--- config.mk ---
export PLATFORM = sky130hd
export DESIGN_NAME = rbsd_ppgen
export DESIGN_NICKNAME = d
export VERILOG_FILES = /design/src/rtl/rbsd_pkg.sv /design/src/rtl/rbsd_win_decode.sv /design/src/rtl/rbsd_digit_cell.sv /design/src/rtl/rbsd_ppgen.sv
export SDC_FILE = /design/constraint.sdc
export NUM_CORES = 1
export LEC_CHECK = 0
export ABC_AREA = 1
export BUFFER_PORTS_ARGS = -buffer_cell sky130_fd_sc_hd__buf_2
export CAP_MARGIN = 10
export CORE_UTILIZATION = 35
export DETAILED_ROUTE_END_ITERATION = 7
export PLACE_DENSITY_LB_ADDON = 0.08
export SLEW_MARGIN = 20
export SYNTH_ARGS = -nofsm -noshare
export SYNTH_HDL_FRONTEND = slang
export SYNTH_HIERARCHICAL = 1
export SYNTH_SLANG_ARGS = --single-unit
--- constraint.sdc ---
create_clock -name vclk -period 4.6
set_input_delay 0.46 -clock vclk [all_inputs]
set_output_delay 0.46 -clock vclk [all_outputs]
set_load 0.005 [all_outputs]
--- src/rtl/rbsd_pkg.sv ---
package rbsd_pkg;

    // Signed digit code: bit 1 = negative, bit 0 = nonzero.
    typedef enum logic [1:0] {
        DIG_ZERO = 2'b00,
        DIG_POS  = 2'b01,
        DIG_NEG  = 2'b11
    } sdigit_t;

    // Selection classes produced by the window decoder.
    typedef enum logic [2:0] {
        SEL_ZERO = 3'd0,
        SEL_POS1 = 3'd1,
        SEL_POS2 = 3'd2,
        SEL_NEG1 = 3'd3,
        SEL_NEG2 = 3'd4
    } sel_class_t;

    typedef struct packed {
        logic is_zero;
        logic is_double;
        logic is_negative;
    } sel_ctrl_t;

endpackage

--- src/rtl/rbsd_win_decode.sv ---
module rbsd_win_decode
    import rbsd_pkg::*;
(
    input  logic [2:0] win,
    output sel_class_t sel_class,
    output sel_ctrl_t  sel_ctrl
);

    always_comb begin
        unique case (win)
            3'b000, 3'b111: sel_class = SEL_ZERO;
            3'b001, 3'b010: sel_class = SEL_POS1;
            3'b011:         sel_class = SEL_POS2;
            3'b100:         sel_class = SEL_NEG2;
            3'b101, 3'b110: sel_class = SEL_NEG1;
            default:        sel_class = SEL_ZERO;
        endcase
    end

    always_comb begin
        sel_ctrl = '{is_zero: 1'b0, is_double: 1'b0, is_negative: 1'b0};
        unique case (sel_class)
            SEL_ZERO: sel_ctrl.is_zero = 1'b1;
            SEL_POS1: ;
            SEL_POS2: sel_ctrl.is_double = 1'b1;
            SEL_NEG1: sel_ctrl.is_negative = 1'b1;
            SEL_NEG2: begin
                sel_ctrl.is_double   = 1'b1;
                sel_ctrl.is_negative = 1'b1;
            end
            default:  sel_ctrl.is_zero = 1'b1;
        endcase
    end

endmodule

--- src/rtl/rbsd_digit_cell.sv ---
module rbsd_digit_cell
    import rbsd_pkg::*;
#(
    parameter bit HERE_IS_SIGN  = 1'b0,
    parameter bit BELOW_IS_SIGN = 1'b0
) (
    input  logic      bit_here,
    input  logic      bit_below,
    input  sel_ctrl_t ctrl,
    output sdigit_t   digit
);

    logic src_bit;
    logic src_is_sign;
    logic flip;

    always_comb begin
        src_bit     = ctrl.is_double ? bit_below : bit_here;
        src_is_sign = ctrl.is_double ? BELOW_IS_SIGN : HERE_IS_SIGN;
        flip        = ctrl.is_negative ^ src_is_sign;
        if (ctrl.is_zero || !src_bit) begin
            digit = DIG_ZERO;
        end else if (flip) begin
            digit = DIG_NEG;
        end else begin
            digit = DIG_POS;
        end
    end

endmodule

--- src/rtl/rbsd_ppgen.sv ---
module rbsd_ppgen
    import rbsd_pkg::*;
#(
    parameter int W = 6
) (
    input  logic [W-1:0]       mcand,
    input  logic [2:0]         win,
    output logic [2*(W+2)-1:0] pp_digits
);

    localparam int ND = W + 2;

    sel_class_t sel_class;
    sel_ctrl_t  sel_ctrl;
    logic [ND-1:0] a_here;
    logic [ND-1:0] a_below;

    assign a_here  = {2'b00, mcand};
    assign a_below = {1'b0, mcand, 1'b0};

    rbsd_win_decode u_dec (
        .win       (win),
        .sel_class (sel_class),
        .sel_ctrl  (sel_ctrl)
    );

    for (genvar k = 0; k < ND; k++) begin : g_col
        sdigit_t d;
        rbsd_digit_cell #(
            .HERE_IS_SIGN  (k == W - 1),
            .BELOW_IS_SIGN (k == W)
        ) u_cell (
            .bit_here  (a_here[k]),
            .bit_below (a_below[k]),
            .ctrl      (sel_ctrl),
            .digit     (d)
        );
        assign pp_digits[2*k +: 2] = d;
    end

endmodule

==> results.json, run 1 <==
{
  "vias": 551,
  "regArea_sq_um": 0,
  "max_freq_ghz": 0.3949,
  "vdd_drop_max_mv": 0.05067,
  "io_pins": 25,
  "cap_violations": 0,
  "cp-end-kind": "output pin",
  "antenna_found_initial": 0,
  "crit_chain": "buf_2 -> inv_1 -> ha_1 -> a21oi_1 -> buf_4 -> inv_1 -> nand2_1 -> nand3_2 -> nor2_2 -> buf_2",
  "gp_congestion": 0.6263,
  "clockPowerShare_pct": 0,
  "die-width_um": 39.39,
  "tightest_slew_ns": 0.6253,
  "io_buffers": 25,
  "overflow": 0,
  "stdcell_area_sq_um": 651.9,
  "vias_per_cell": 3.774,
  "hold_viol": 0,
  "cp_slowest_stage_delay_ns": 0.51,
  "antenna_cells": 0,
  "ctsResizeCount": 0,
  "dr.pass1.iters": 2,
  "max_slew_margin_pct": 58.31,
  "drt_wl_total_um": 837,
  "pwr-share-comb_pct": 100.0,
  "timing.final.ws_setup_ns": 2.068,
  "pwr-share-seq_pct": 0,
  "slowest_stage": "a21oi_1",
  "syn-cell-area_sq_um": 489.2,
  "power.internal_mw": 0.03007,
  "cp-start-kind": "primary input",
  "post-route-period-util_pct": 55.05,
  "drc_errors": 0,
  "initial_core_util_pct": 37.60,
  "yosys_warnings": 6,
  "cp.required_ns": 4.14,
  "critPathMaxFanout": 10,
  "clkbuf_count": 0,
  "rsz0062_at_grt": "no",
  "routedWlPerCell_um": 5.733,
  "avgSynthCellArea_sq_um": 4.796,
  "worst_hold_path_type": "primary input to output pin",
  "power.total_mw": 0.07118,
  "slew_violations": 0,
  "drive_above_1_share_pct": 38.17,
  "nets": 144,
  "most-common-layout-cells": "inv_1 (49), buf_2 (25), nand2_1 (22), nor2_2 (10), nand3_2 (8)",
  "hold_buffers": 0,
  "post-cts-setup-buffers": 0,
  "setup-tns-final_ns": 0,
  "rows": 13,
  "die_area_sq_um": 1551,
  "powerDensity_nw_per_um2": 109.2,
  "fin_crit_ns": 2.532,
  "area_delta_synth_final_pct": 33.25,
  "grt_usage_pct": 12.09,
  "final_common_cell": "inv_1",
  "syn_inst": 102,
  "post_dp_cell_area_sq_um": 651.9,
  "switching_share_pct": 57.76,
  "place_ws_ns": 2.075,
  "dpl.hpwl_um": 723.3,
  "drtIter0Drc": 7,
  "crit_type": "primary input to output pin",
  "antenna_left": 0,
  "seq_cell_count": 0,
  "grt_pass1_vias": 388,
  "setup_viol": 0,
  "grt_max_degree": 11,
  "p_leak_nw": 0.4953,
  "arrival_ns": 2.07,
  "core_area_sq_um": 1301,
  "p_switching_mw": 0.04111,
  "die-height_um": 39.39,
  "outcome": "finished, final reports clean",
  "grt_pass1_wl_um": 1400
}
## stage by stage
step / cells / hold slack, ns / util [%]
floorplan: 105 / 1.094 / -
global route: 146 / 1.347 / 50.10
global placement: 146 / 1.307 / 50.10
CTS: 146 / 1.313 / 50.10
detailed placement: 146 / 1.312 / 50.10
finish: 146 / 1.307 / 50.10
## worst paths after layout
path	cells past startpoint	start	endpoint
setup / recovery	10	win[0]	pp_digits[15]
hold / removal	6	mcand[4]	pp_digits[8]
## metal layers
layer  global-route usage [%]  routed length (um)
met1                    14.33                 403
met2                    25.00                 393
met3                        0                  40
met4                        0                   0
met5                        0                   0
## final cells by class
class	count	area, sq um
fill	164	649.4
multi-input combinational	52	301.5
inverter	53	198.9
timing repair buffer	26	132.6
tap	15	18.77
## critical path: cells and delay by family
| kind | cells | cell delay, ns |
|---|---|---|
| simple gates | 3 | 0.21 |
| fa+ha+maj | 1 | 0.32 |
| buf+inv | 5 | 0.57 |
| compound gates | 1 | 0.51 |
## power groups by stage
stage	registers, mW	logic [mW]	clock network, mW
floorplan	0	0.0492	0
global placement	0	0.0715	0
detailed placement	0	0.0723	0
CTS	0	0.0725	0
global route	0	0.0834	0
finish	0	0.0712	0
Note: power is estimated with default switching activity, not from simulation.
==> run 2, diff against run 1 <==
--- a/config.mk
+++ b/config.mk
@@ -5,11 +5,12 @@
 export SDC_FILE = /design/constraint.sdc
 export NUM_CORES = 1
 export LEC_CHECK = 0
-export ABC_AREA = 1
+export ABC_AREA = 0
 export BUFFER_PORTS_ARGS = -buffer_cell sky130_fd_sc_hd__buf_2
 export CAP_MARGIN = 10
-export CORE_UTILIZATION = 35
+export CORE_AREA = 2 2 39 41
 export DETAILED_ROUTE_END_ITERATION = 7
+export DIE_AREA = 0 0 41 43
 export PLACE_DENSITY_LB_ADDON = 0.08
 export SLEW_MARGIN = 20
 export SYNTH_ARGS = -nofsm -noshare
==> constraint.sdc (replaced) <==
create_clock -name vclk -period 2.1
set_input_delay 0.21 -clock vclk [all_inputs]
set_output_delay 0.21 -clock vclk [all_outputs]
set_load 0.005 [all_outputs]
==> results.json, run 2 <==
{
  "post-cts-setup-buffers": 0,
  "antenna_cells": 0,
  "hold_buffers": 0,
  "grt_usage_pct": 8.791,
  "slew_violations": 0,
  "vias": 376,
  "rsz0062_at_grt": "no",
  "syn-cell-area_sq_um": 319.1,
  "cp-end-kind": "output pin",
  "cap_violations": 0,
  "core_area_sq_um": 1384,
  "power.total_mw": 0.1341,
  "io_pins": 25,
  "min_from": "mcand[4]",
  "gp_congestion": 0.6005,
  "clockPowerShare_pct": 0,
  "antenna_left": 0,
  "drt_wl_total_um": 776,
  "grt_pass1_vias": 290,
  "drtIter0Drc": 2,
  "drive_above_1_share_pct": 49.32,
  "powerDensity_nw_per_um2": 264.6,
  "syn_inst": 41,
  "die-width_um": 41,
  "vdd_drop_max_mv": 0.08354,
  "yosys_warnings": 6,
  "setup_viol": 0,
  "regArea_sq_um": 0,
  "die_area_sq_um": 1763,
  "final_common_cell": "buf_2",
  "hold_depth": 4,
  "p_leak_nw": 0.2601,
  "seq_cell_count": 0,
  "ctsResizeCount": 0,
  "dr.pass1.iters": 3,
  "cp-start-kind": "primary input",
  "stdcell_area_sq_um": 506.7,
  "hold_viol": 0,
  "rows": 14,
  "antenna_found_initial": 0,
  "grt_pass1_wl_um": 1179,
  "setup-tns-final_ns": 0,
  "worst_hold_path_type": "primary input to output pin",
  "fillers": 158,
  "pwr-share-comb_pct": 100.0,
  "drc_errors": 0,
  "avgSynthCellArea_sq_um": 7.782,
  "switching_share_pct": 48.50,
  "hold-worst-slack_ns": 0.7662,
  "arrival_ns": 1.57,
  "area_delta_synth_final_pct": 58.82,
  "p_switching_mw": 0.06503,
  "vias_per_cell": 4.225,
  "initial_core_util_pct": 23.06,
  "routedWlPerCell_um": 8.719,
  "cp.required_ns": 1.89,
  "hold-path-endpoint": "pp_digits[11]",
  "clkbuf_count": 0,
  "most-common-layout-cells": "buf_2 (23), mux2i_1 (9), nor2_1 (8), nor3b_2 (6)",
  "fin_crit_ns": 1.780,
  "overflow": 0,
  "post-route-period-util_pct": 84.74,
  "pwr-share-seq_pct": 0,
  "die-height_um": 43,
  "io_buffers": 23,
  "outcome": "finished, final reports clean",
  "post_dp_cell_area_sq_um": 506.7,
  "nets": 86,
  "dpl.hpwl_um": 653,
  "grt_max_degree": 11,
  "max_freq_ghz": 0.5619,
  "critPathMaxFanout": 8,
  "post-route-util_pct": 36.62,
  "power.internal_mw": 0.06904,
  "crit_type": "primary input to output pin"
}
[run 2: worst max-delay path: stages]
cell and delay (ns):
buf_2 0.09, inv_1 0.04, ha_1 0.33, a21oi_1 0.07, buf_4 0.17, or3b_1 0.37
a21oi_1 0.16, buf_2 0.13
[run 2: area by class of cell]
class | count | area (sq um) | share of cell area [%]
inverter | 2 | 7.507 | 1.481
multi-input combinational | 43 | 326.6 | 64.44
tap | 16 | 20.02 | 3.951
timing repair buffer | 28 | 152.6 | 30.12
[run 2: power groups by stage]
stage	Sequential (mW)	Clock (mW)	Combinational, mW
floorplan	0	0	0.0774
global placement	0	0	0.137
detailed placement	0	0	0.135
CTS	0	0	0.137
global route	0	0	0.151
finish	0	0	0.134
[run 2: worst max-delay path by stage]
| stage | from | end | slack, ns | cells past startpoint |
|---|---|---|---|---|
| 2_1_floorplan | win[0] | pp_digits[3] | 0.16 | 5 |
| 3_5_place_dp | win[0] | pp_digits[11] | 0.31 | 8 |
| 4_1_cts | win[0] | pp_digits[11] | 0.30 | 8 |
| 6_report | win[0] | pp_digits[11] | 0.32 | 8 |
| 5_1_grt | win[0] | pp_digits[11] | 0.22 | 8 |
| 3_3_place_gp | win[0] | pp_digits[11] | 0.31 | 8 |
[run 2: metrics by stage]
stage | setup WS [ns] | std cells
after global routing | 0.2212 | 89
after floorplan | 0.1597 | 45
after global placement | 0.3078 | 89
final | 0.3204 | 89
after detailed placement | 0.3072 | 89
after CTS | 0.3013 | 89
[run 2: per-layer routing]
| metal | share of wire, % | wire length [um] | track usage, % | up-vias |
|---|---|---|---|---|
| met5 | 0 | 0 | 0 | - |
| met4 | 0 | 0 | 0 | 0 |
| met3 | 6.3 | 49 | 0 | 0 |
| met2 | 43 | 331 | 13.75 | 11 |
| met1 | 51 | 395 | 13.92 | 158 |
| li1 | - | - | - | 207 |
